<file path="config.mk">
export PLATFORM = sky130hd
export DESIGN_NAME = rx_desc_stamper
export DESIGN_NICKNAME = d
export VERILOG_FILES = /design/src/rtl/rx_desc_stamper.sv
export SDC_FILE = /design/constraint.sdc
export NUM_CORES = 1
export LEC_CHECK = 0
export BUFFER_PORTS_ARGS = -buffer_cell sky130_fd_sc_hd__buf_2
export CAP_MARGIN = 20
export CORE_MARGIN = 2
export CORE_UTILIZATION = 25
export DETAILED_ROUTE_END_ITERATION = 10
export GPL_TIMING_DRIVEN = 1
export PLACE_DENSITY = 0.5
export SKIP_CTS_REPAIR_TIMING = 1
export SLEW_MARGIN = 20
export SYNTH_ARGS = -nofsm -noshare
export SYNTH_HDL_FRONTEND = slang
export SYNTH_SLANG_ARGS = --single-unit
</file>
<file path="constraint.sdc">
create_clock -name clk -period 5.1 [get_ports clk]
set_input_delay 0.51 -clock clk [delete_from_list [all_inputs] [get_ports clk]]
set_output_delay 0.51 -clock clk [all_outputs]
set_load 0.02 [all_outputs]
</file>
<file path="src/rtl/rx_desc_stamper.sv">
module rx_desc_stamper #(
  parameter int NS_W      = 32,
  parameter int SEC_W     = 32,
  parameter int PSQN_W    = 48,
  parameter int GP_W      = 16,
  parameter int SEL_W     = 13,
  parameter int GP_NUM    = 12,
  parameter int TSQ_DEPTH = 4
) (
  input  logic              clk,
  input  logic              rst_n,
  input  logic              sop_i,
  input  logic [NS_W-1:0]   now_ns_i,
  input  logic [SEC_W-1:0]  now_sec_i,
  input  logic              desc_valid_i,
  input  logic [1:0]        drop_i,
  input  logic              ts_en_i,
  input  logic              psqn_en_i,
  input  logic              gp_en_i,
  input  logic [NS_W-1:0]   cust_ns_i,
  input  logic [SEC_W-1:0]  cust_sec_i,
  input  logic [PSQN_W-1:0] cust_psqn_i,
  input  logic [GP_W-1:0]   gp_field_i,
  output logic              desc_valid_o,
  output logic [1:0]        dest_o,
  output logic [NS_W-1:0]   ts_ns_o,
  output logic [SEC_W-1:0]  ts_sec_o,
  output logic [PSQN_W-1:0] psqn_o,
  output logic [GP_W-1:0]   gp_o
);
  localparam int TS_W = NS_W + SEC_W;
  localparam int QAW  = (TSQ_DEPTH > 1) ? $clog2(TSQ_DEPTH) : 1;
  localparam int QCW  = $clog2(TSQ_DEPTH + 1);
  localparam logic [1:0] DROP_ALL = 2'b00;

  logic [TS_W-1:0]   tsq [TSQ_DEPTH];
  logic [QAW-1:0]    rd_ptr, wr_ptr;
  logic [QCW-1:0]    q_cnt;
  logic [PSQN_W-1:0] psqn_cnt;
  logic [GP_W-1:0]   gp_cnt [GP_NUM];
  logic [GP_W-1:0]   gp_rd;

  wire q_empty = (q_cnt == '0);
  wire q_full  = (q_cnt == QCW'(TSQ_DEPTH));
  wire [TS_W-1:0] now_ts = {now_sec_i, now_ns_i};
  wire q_rd   = desc_valid_i && !q_empty;
  wire bypass = desc_valid_i && q_empty && sop_i;
  wire q_wr   = sop_i && !bypass && (!q_full || q_rd);
  wire keep   = desc_valid_i && (drop_i != DROP_ALL);
  wire [TS_W-1:0] hw_ts = q_rd ? tsq[rd_ptr] : (bypass ? now_ts : '0);

  wire [SEL_W-1:0] sel    = gp_field_i[SEL_W-1:0];
  wire             sel_ok = (sel < SEL_W'(GP_NUM));
  wire             gp_hit = keep && gp_en_i && sel_ok;

  function automatic logic [QAW-1:0] nxt(input logic [QAW-1:0] p);
    return (p == QAW'(TSQ_DEPTH - 1)) ? '0 : p + 1'b1;
  endfunction

  always_ff @(posedge clk)
    if (q_wr) tsq[wr_ptr] <= now_ts;

  always_ff @(posedge clk) begin
    if (!rst_n) begin
      rd_ptr <= '0;
      wr_ptr <= '0;
      q_cnt  <= '0;
    end else begin
      if (q_rd) rd_ptr <= nxt(rd_ptr);
      if (q_wr) wr_ptr <= nxt(wr_ptr);
      q_cnt <= q_cnt + QCW'(q_wr) - QCW'(q_rd);
    end
  end

  always_ff @(posedge clk) begin
    if (!rst_n)    psqn_cnt <= '0;
    else if (keep) psqn_cnt <= psqn_cnt + 1'b1;
  end

  for (genvar g = 0; g < GP_NUM; g++) begin : g_gp
    always_ff @(posedge clk) begin
      if (!rst_n)                                gp_cnt[g] <= '0;
      else if (gp_hit && sel == SEL_W'(g))       gp_cnt[g] <= gp_cnt[g] + 1'b1;
    end
  end

  always_comb begin
    gp_rd = '0;
    for (int k = 0; k < GP_NUM; k++)
      if (sel == SEL_W'(k)) gp_rd = gp_cnt[k];
  end

  always_ff @(posedge clk) begin
    if (!rst_n) begin
      desc_valid_o <= 1'b0;
      dest_o       <= '0;
      ts_ns_o      <= '0;
      ts_sec_o     <= '0;
      psqn_o       <= '0;
      gp_o         <= '0;
    end else begin
      desc_valid_o <= keep;
      if (desc_valid_i) begin
        dest_o              <= drop_i;
        {ts_sec_o, ts_ns_o} <= ts_en_i ? hw_ts : {cust_sec_i, cust_ns_i};
        psqn_o              <= psqn_en_i ? psqn_cnt : cust_psqn_i;
        gp_o                <= gp_en_i ? (sel_ok ? gp_rd : '0) : gp_field_i;
      end
    end
  end

  assert_latency_R2: assert property (@(posedge clk) disable iff (!rst_n)
    keep |=> desc_valid_o && dest_o == $past(drop_i));
  assert_drop_quiet_R2: assert property (@(posedge clk) disable iff (!rst_n)
    !keep |=> !desc_valid_o);
  assert_custom_ts_R4: assert property (@(posedge clk) disable iff (!rst_n)
    keep && !ts_en_i |=> ts_ns_o == $past(cust_ns_i) && ts_sec_o == $past(cust_sec_i));
  assert_queue_bound_R6: assert property (@(posedge clk) disable iff (!rst_n)
    q_cnt <= QCW'(TSQ_DEPTH));
  assert_psqn_step_R7: assert property (@(posedge clk) disable iff (!rst_n)
    keep |=> psqn_cnt == $past(psqn_cnt) + 1'b1);
  assert_drop_hold_R8: assert property (@(posedge clk) disable iff (!rst_n)
    desc_valid_i && drop_i == DROP_ALL |=> $stable(psqn_cnt));
  assert_sel_range_R10: assert property (@(posedge clk) disable iff (!rst_n)
    keep && gp_en_i && !sel_ok |=> gp_o == '0);
endmodule

</file>
== Word level (Yosys, flattened, before mapping) ==
Memories as Yosys holds them, arrays and structs flattened. A register that Yosys moved wholly into a read port is not among the register bits.
Index checks and enable logic that the tools add are counted.
Operators by class
  add/sub/neg operators: 17
  $lt $le $gt $ge: 1
  equality and inequality tests: 14
  multiplexer cells: 73
  bitwise gates (word level): 12
  reductions and logical operators: 27
Operators by type and width (count)
  16-bit two-way mux: 26
  16-bit by 1-bit adder with 16-bit output (second input constant): 12
  64-bit two-way mux: 3
  13-bit by 3-bit equality test with 1-bit output (second input constant): 4
  13-bit by 4-bit equality test with 1-bit output (second input constant): 4
  48-bit by 1-bit adder with 48-bit output (second input constant): 1
  48-bit two-way mux: 1
  1-bit two-way mux: 39
  13-bit by 2-bit equality test with 1-bit output (second input constant): 2
  1-bit logical AND: 20
  13-bit by 1-bit equality test with 1-bit output (second input constant): 1
  13-bit logical NOT: 1
  13-bit by 4-bit < comparator with 1-bit output (second input constant): 1
  1-bit OR: 12
  2-bit two-way mux: 4
  2-bit by 1-bit adder with 2-bit output (second input constant): 2
  2-bit equality test (second input constant): 2
  3-bit by 1-bit adder with 3-bit output: 1
  3-bit equality test (second input constant): 1
  1-bit logical NOT: 3
  3-bit logical NOT: 1
  3-bit by 1-bit subtractor with 3-bit output: 1
  2-bit nonzero test: 1
  1-bit logical OR: 1
Storage, ports and cells
  bits in registers: 186
  bits in writable memories: 448
  input port bits: 201
  output and inout bits: 131
  word-level logic and storage cells: 156
  memories kept: 2
Memory list
  tsq: depth 4, width 64, rd ports 1, clocked after Yosys merged registers in 1, write ports 1, RTL line 36  | logic [TS_W-1:0] tsq [TSQ_DEPTH];
  gp_cnt: depth 12, width 16, rd ports 12, clocked after Yosys merged registers in 0, write ports 12, RTL line 40  | logic [GP_W-1:0] gp_cnt [GP_NUM];

== Logic depth before layout (Yosys ltp) ==
Gate-level depths: netlist of run 1.
  depth in word-level cells: 15
  depth in mapped cells: 12
  gate-level depth less buffers: 10

== Worst setup path after synthesis of run 1 ==
OpenSTA, ideal clock, no wires.
  path type: input port to flip-flop
  start point: in gp_field_i[4]
  end point: mem gp_cnt[2][0], in the netlist gp_cnt[0][32] (enable)
  library setup time: 0.435 ns
  arrival: 3.665 ns
  data required time: 4.665 ns
  slack: 1.000 ns
  cell stages on the path: 6
  buffers on the path: 3
  cells stage by stage: nor4_1 > clkbuf_1 > nand3_1 > clkbuf_1 > buf_1 > o41ai_1
RTL lines
  start: declaration: RTL line 23  | input logic [GP_W-1:0] gp_field_i,
  end: declaration: RTL line 40

==> results of run 1 <==
flip-flops by register name, indices dropped and copies added (netlist names), named ones only:
signal,cells
desc_valid_o,1
dest_o,2
ts_sec_o,32
ts_ns_o,32
psqn_o,48
tsq,256
gp_o,16
q_cnt,3
gp_cnt,192
rd_ptr,2
wr_ptr,2
psqn_cnt,48
final timing paths:
| check | startpoint | end | slack, ns | depth (start not counted) |
|---|---|---|---|---|
| setup / recovery | gp_field_i[4] | gp_cnt[2][8] | 1.83 | 7 |
| hold / removal | now_ns_i[7] | tsq[1][7] | 0.1 | 1 |
| setup reg to reg | psqn_cnt[13] | psqn_cnt[44] | 2.40 | 6 |
| hold reg to reg | ts_ns_o[13] | ts_ns_o[13] | 0.48 | 2 |
metrics by stage:
stage	util (%)	cell area [sq um]	hold WS, ns
finish	30.09	35530	0.09971
global placement	28.08	33150	0.4603
CTS	30.09	35530	0.04762
global route	30.09	35530	0.07208
detailed placement	28.08	33150	0.4653
floorplan	-	29730	0.4515
final cells by class:
type | count | area [sq um] | area share (%)
clock inverters | 34 | 339.1 | 0.9543
clock buffers | 102 | 2037 | 5.733
diodes | 1 | 2.502 | 0.007043
multi-input cells | 1785 | 11820 | 33.28
repair buffers | 380 | 2048 | 5.764
inverters | 36 | 136.4 | 0.3838
flip-flops and latches | 636 | 17220 | 48.47
well taps | 1536 | 1922 | 5.409
per-layer routing:
layer | wire [microns] | global-route usage (%) | up-vias
li1 | - | - | 10290
met1 | 38300 | 18.26 | 10630
met2 | 42780 | 23.55 | 689
met3 | 5780 | 3.401 | 164
met4 | 2243 | 4.055 | 22
met5 | 134 | 0 | -
cells in the final DEF, fill, tap and decap left out, types with 21 or more instances in the layout:
| cell | synthesis | final |
|---|---|---|
| nor2_1 | 371 | 370 |
| xor2_1 | 123 | 123 |
| buf_2 | 12 | 328 |
| nand2_1 | 199 | 198 |
| and3_1 | 49 | 49 |
| clkbuf_16 | 0 | 76 |
| o21ai_0 | 179 | 171 |
| buf_4 | 1 | 50 |
| a211oi_1 | 55 | 55 |
| dfxtp_1 | 188 | 186 |
| clkbuf_1 | 111 | 21 |
| nand3_1 | 100 | 100 |
| a22oi_1 | 73 | 73 |
| a21oi_1 | 63 | 63 |
| o22ai_1 | 33 | 33 |
| edfxtp_1 | 448 | 448 |
| nand3b_1 | 65 | 65 |
| nand4_1 | 40 | 40 |
| mux4_2 | 64 | 64 |
| mux2i_1 | 63 | 63 |
| inv_1 | 34 | 34 |
| xnor2_1 | 84 | 84 |
critical path: cells and delay by family:
| kind | cells | cell delay [ns] |
|---|---|---|
| AND/OR/NAND/NOR | 6 | 3.08 |
| buffers and inverters | 1 | 0.13 |
report_power, final:
| part | leakage, nW | internal (mW) | total [mW] | switching [mW] |
|---|---|---|---|---|
| Combinational | 5.36 | 0.859 | 2.18 | 1.32 |
| Sequential | 5.86 | 5.93 | 6.20 | 0.264 |
| Clock | 1.17 | 3.07 | 5.25 | 2.18 |
| Total | 12.4 | 9.86 | 13.6 | 3.76 |
logic make-up (layout without fill, tap and decap cells):
group	Yosys count	count (layout)
AO/OA/AOI/OAI	499	499
XOR/XNOR	207	207
adder cells (fa/ha/maj)	20	20
buffers and inverters	192	552
flip-flops	636	636
multiplexers	129	129
other	0	1
AND/OR/NAND/NOR	930	930
==> flow_summary.ini, run 1 <==
[status]
outcome = complete, no violations

[synth]
synth_nets = 2834
netlist_area_sq_um = 29730
synthArstFlopShare_pct = 0
yosysMostFrequentCell = edfxtp_1
synth_top_family_by_area = simple AND/OR/NAND/NOR gates
synth_edf_count = 448
yosysWarnings = 0
synth_top_area_share_pct = 45.25
synth-compound-area-share_pct = 10.70
syn_inst = 2613
synth_top_area_cell = edfxtp_1
yosysUniqueCellTypes = 71
synth-seq-cells = 636
ys.flop_type = edfxtp_1
synth_common_cells = 448 x edfxtp_1, 371 x nor2_1, 199 x nand2_1
yosys.area_share.simple_pct = 14.89
syn_area_per_cell_sq_um = 11.38
synth_adder_area_share_pct = 0.8670
ys_seq_area_share_pct = 57.91
muxShareOfSynthArea_pct = 7.045
yosys-top-cells-area = edfxtp_1 45%, dfxtp_1 13%, mux4_2 4.8%, nor2_1 4.7%, xor2_1 3.6%
synthXorXnorAreaFrac_pct = 6.098

[cells_and_area]
drive_above_1_share_pct = 19.71
area_delta_synth_final_pct = 19.52
stdcell_count = 4510
fill_cells = 12160
finalNetCount = 3134

[sta]
setup_slack_ns = 1.825
max_freq_mhz = 305.3
setup_viol = 0
fin_crit_sh_pct = 64.21
hold_viol_final = 0
fin_skew_ns = 0.03031
slew_viol_final = 0
timing.setup.tns_ns = 0
min_period_ns = 3.275
slew_headroom_pct = 29.27
rsz0062_at_grt = false
worst_pin_slew_ns = 1.051

[worst_setup_path]
crit_arrival_ns = 3.74
end_kind = flop
crit_path_max_fanout = 16
max_stage_delay_ns = 0.83
critPathKind = input pin to flop
worstPathRequired_ns = 5.56
crit_chain = buf_2 -> or4_1 -> nor3_4 -> nand3_1 -> nor2_2 -> nand4_1 -> nor2_1
critical_path.startpoint_type = input pin
slowest_stage = nor2_2

[route]
route.detailed.drc = 0
avgViaCountPerCell = 4.832
ant_nets = 0
drt_iter0_markers = 1666
vias = 21790
drt_first_pass_iters = 6
routedWlPerCell_microns = 19.79
drt-total-wl_microns = 89250

[power]
power.density_nw_per_um2 = 383.4
p_leak_nw = 12.39
p_total_mw = 13.62
irDropWorstVdd_mv = 0.2868

[global_routing]
grt_pass1_wl_microns = 133600
grt_pass1_vias = 21230
antenna_found_initial = 20
overflow = 0
grt_max_degree = 71
grt_use_total_pct = 14.17

[clock_network]
htreeDepth = 3
cts.clk_slew.worst_paths_ns = 0.06
insertion_delay_ns = 0.64
numCtsBuffers = 74
clock-sinks = 636
root_buffer = clkbuf_16
clock_path_buffers = 3
cts_tree = yes

[hold_path]
hp-class = input pin to flop

[run]
max-cap-violations = 0

[floorplan]
die_area_sq_um = 121700
io_pins = 332
start_util_pct = 25.18
fp.dieW_microns = 348.8
core_area_sq_um = 118100
rows = 126
die_h_microns = 348.8

[place]
hpwl_microns = 62020
place_inst = 4373
port_buffers = 331
routabilityCongestion = 0.8811
pre_cts_slack_ns = 1.265
Power figures use the tool's default switching activity.
==> run 2, diff against run 1 <==
Settings changed: PLACE_DENSITY 0.5 to 0.51.
Clock period 5.1 ns to 2.6 ns, I/O delays scaled along.
==> run 2 against run 1 <==
  * The flow now finishes with violations (hold timing)
  * Sequential power is 94% higher
  * Count of clock-buffer cells in the layout is 4 lower
  * Via count is 4.7% higher
  * Cell area is 8.1% higher
  * Register-to-register slack worse by 2.2 ns
  * Worst setup slack worse by 1.6 ns
  * Utilization is 2.4 points higher
==> flow_summary.ini, run 2 (synthesis gave the netlist of run 1 again) <==
[status]
outcome = finished with violations
violations = hold timing

[route]
drt-total-wl_microns = 91130
avgViaCountPerCell = 4.786
ant_nets = 0
vias = 22830
route.detailed.drc = 0
drt_first_pass_iters = 5
routedWlPerCell_microns = 19.11
drt_iter0_markers = 1896

[cells_and_area]
area_delta_synth_final_pct = 29.19
final_common_cell = edfxtp_1
top_regs = tsq: 256 flops, gp_cnt: 192 flops
stdcell_count = 4770
drive_above_1_share_pct = 21.39
regMostFlops = tsq
final_area_sq_um = 38410
finalNetCount = 3389
largest_register_ffs = 256
fill_cells = 11940
final_cell_mix = 448 x edfxtp_1, 370 x nor2_1, 328 x buf_2

[run]
max-cap-violations = 0

[floorplan]
core_area_sq_um = 118100
die_h_microns = 348.8
start_util_pct = 25.18
fp.dieW_microns = 348.8
io_pins = 332
rows = 126
die_area_sq_um = 121700

[clock_network]
insertion_delay_ns = 0.64
clock-sinks = 636
clock_path_buffers = 3
cts.clk_slew.worst_paths_ns = 0.06
htreeDepth = 3
root_buffer = clkbuf_16
numCtsBuffers = 74
cts_tree = yes

[power]
p_leak_nw = 13.73
power.density_nw_per_um2 = 720.7
p_total_mw = 27.68
irDropWorstVdd_mv = 0.6091

[sta]
min_period_ns = 2.380
slew_viol_final = 0
fin_crit_sh_pct = 91.55
slew_headroom_pct = 48.59
hold_viol_final = 7
setup_slack_ns = 0.2197
setup_viol = 0
whs_ns = -0.05702
max_freq_mhz = 420.1
worst_pin_slew_ns = 0.7711
rsz0062_at_grt = false
fin_skew_ns = 0.01914

[worst_setup_path]
rr_startpoint = q_cnt[1]
crit_buf_inv = 1
max_stage_delay_ns = 0.64
crit_path_max_fanout = 10
timing.critical_path.from = q_cnt[1]
critical_path.startpoint_type = flop
critPathKind = flop to flop
crit_chain = or3_2 -> nand2_1 -> a21o_1 -> ha_1 -> inv_1 -> fa_1 -> xor2_1 -> xnor2_1 -> nor2_1
ff2ff_setup_slack_ns = 0.22
crit_arrival_ns = 2.89
slowest_stage = or3_2
worstPathRequired_ns = 3.11
critPathTopFamily = simple AND/OR/NAND/NOR gates
r2r-end = q_cnt[2]
endpoint = q_cnt[2]
cp.depth = 9
r2r.worst_path.cells = 9
end_kind = flop

[place]
routabilityCongestion = 0.9095
pre_cts_slack_ns = -0.07859
post_dp_cell_area_sq_um = 34220
port_buffers = 331
hpwl_microns = 64540
place_inst = 4461

[global_routing]
grt_pass1_vias = 21560
overflow = 0
grt.busiest_layer = met2
use_met3_pct = 3.513
use_met1_pct = 19.49
antenna_found_initial = 10
grt_max_degree = 97
grt_use_total_pct = 14.47
grt_util_met2_pct = 22.88
grt_pass1_wl_microns = 136900

[hold_path]
hp-class = input pin to flop
==> run 2: changes by cell type in the layout (fill, tap and decap cells not counted), sizes merged <==
cell	change
diode	+3
buf	+88
dlygate4sd3	+167
clkinv	-1
bufinv	+2
clkinvlp	+4
inv	+1
clkbuf	-4
==> run 2: power breakdown <==
| group | switching, mW | internal, mW | total, mW |
|---|---|---|---|
| clock network | 4.33 | 6.40 | 10.7 |
| logic | 2.85 | 2.07 | 4.92 |
| registers | 0.403 | 11.6 | 12.0 |
==> run 2: worst min-delay path by stage <==
stage / startpoint / endpoint / cells after the start
2_1_floorplan: now_ns_i[0] / tsq[0][0] / 0
3_3_place_gp: ts_ns_o[18] / ts_ns_o[18] / 2
3_5_place_dp: ts_sec_o[27] / ts_sec_o[27] / 2
4_1_cts: now_sec_i[3] / tsq[2][35] / 1
5_1_grt: cust_sec_i[11] / ts_sec_o[11] / 3
6_report: cust_ns_i[0] / ts_ns_o[0] / 3
==> run 2: metrics by stage <==
stage,TNS (ns),hold slack [ns],util (%)
after floorplan,-6.072,0.3589,-
final,0,-0.05702,32.53
after global placement,-0.3470,0.4591,28.98
after global routing,0,0.001250,32.53
after detailed placement,-0.1096,0.4688,28.98
after CTS,0,-0.1862,31.10
==> run 2: layout make-up <==
cell class                      count  area, sq um  area share, %
Sequential cell                   636        17220          44.85
Multi-Input combinational cell   1785        11880          30.92
Timing Repair Buffer              635         4731          12.32
Clock buffer                       98         2095          5.453
Tap cell                         1536         1922          5.004
Clock inverter                     40        414.1          1.078
Inverter                           36        136.4         0.3551
Antenna cell                        4        10.01        0.02606
==> run 2: worst register-to-register path: stages, from the launching register on <==
cell and delay, ns:
dfxtp_1 0.36, or3_2 0.64, nand2_1 0.22, a21o_1 0.14
ha_1 0.14, inv_1 0.05, fa_1 0.36, xor2_1 0.17
xnor2_1 0.13, nor2_1 0.06
==> run 2: routing by layer <==
layer,routed length (microns),vias to the layer above,part of all wire (%)
met3,5517,145,6.1
li1,-,10810,-
met2,42560,722,47
met4,2396,8,2.6
met5,48,-,0.053
met1,40610,11150,45
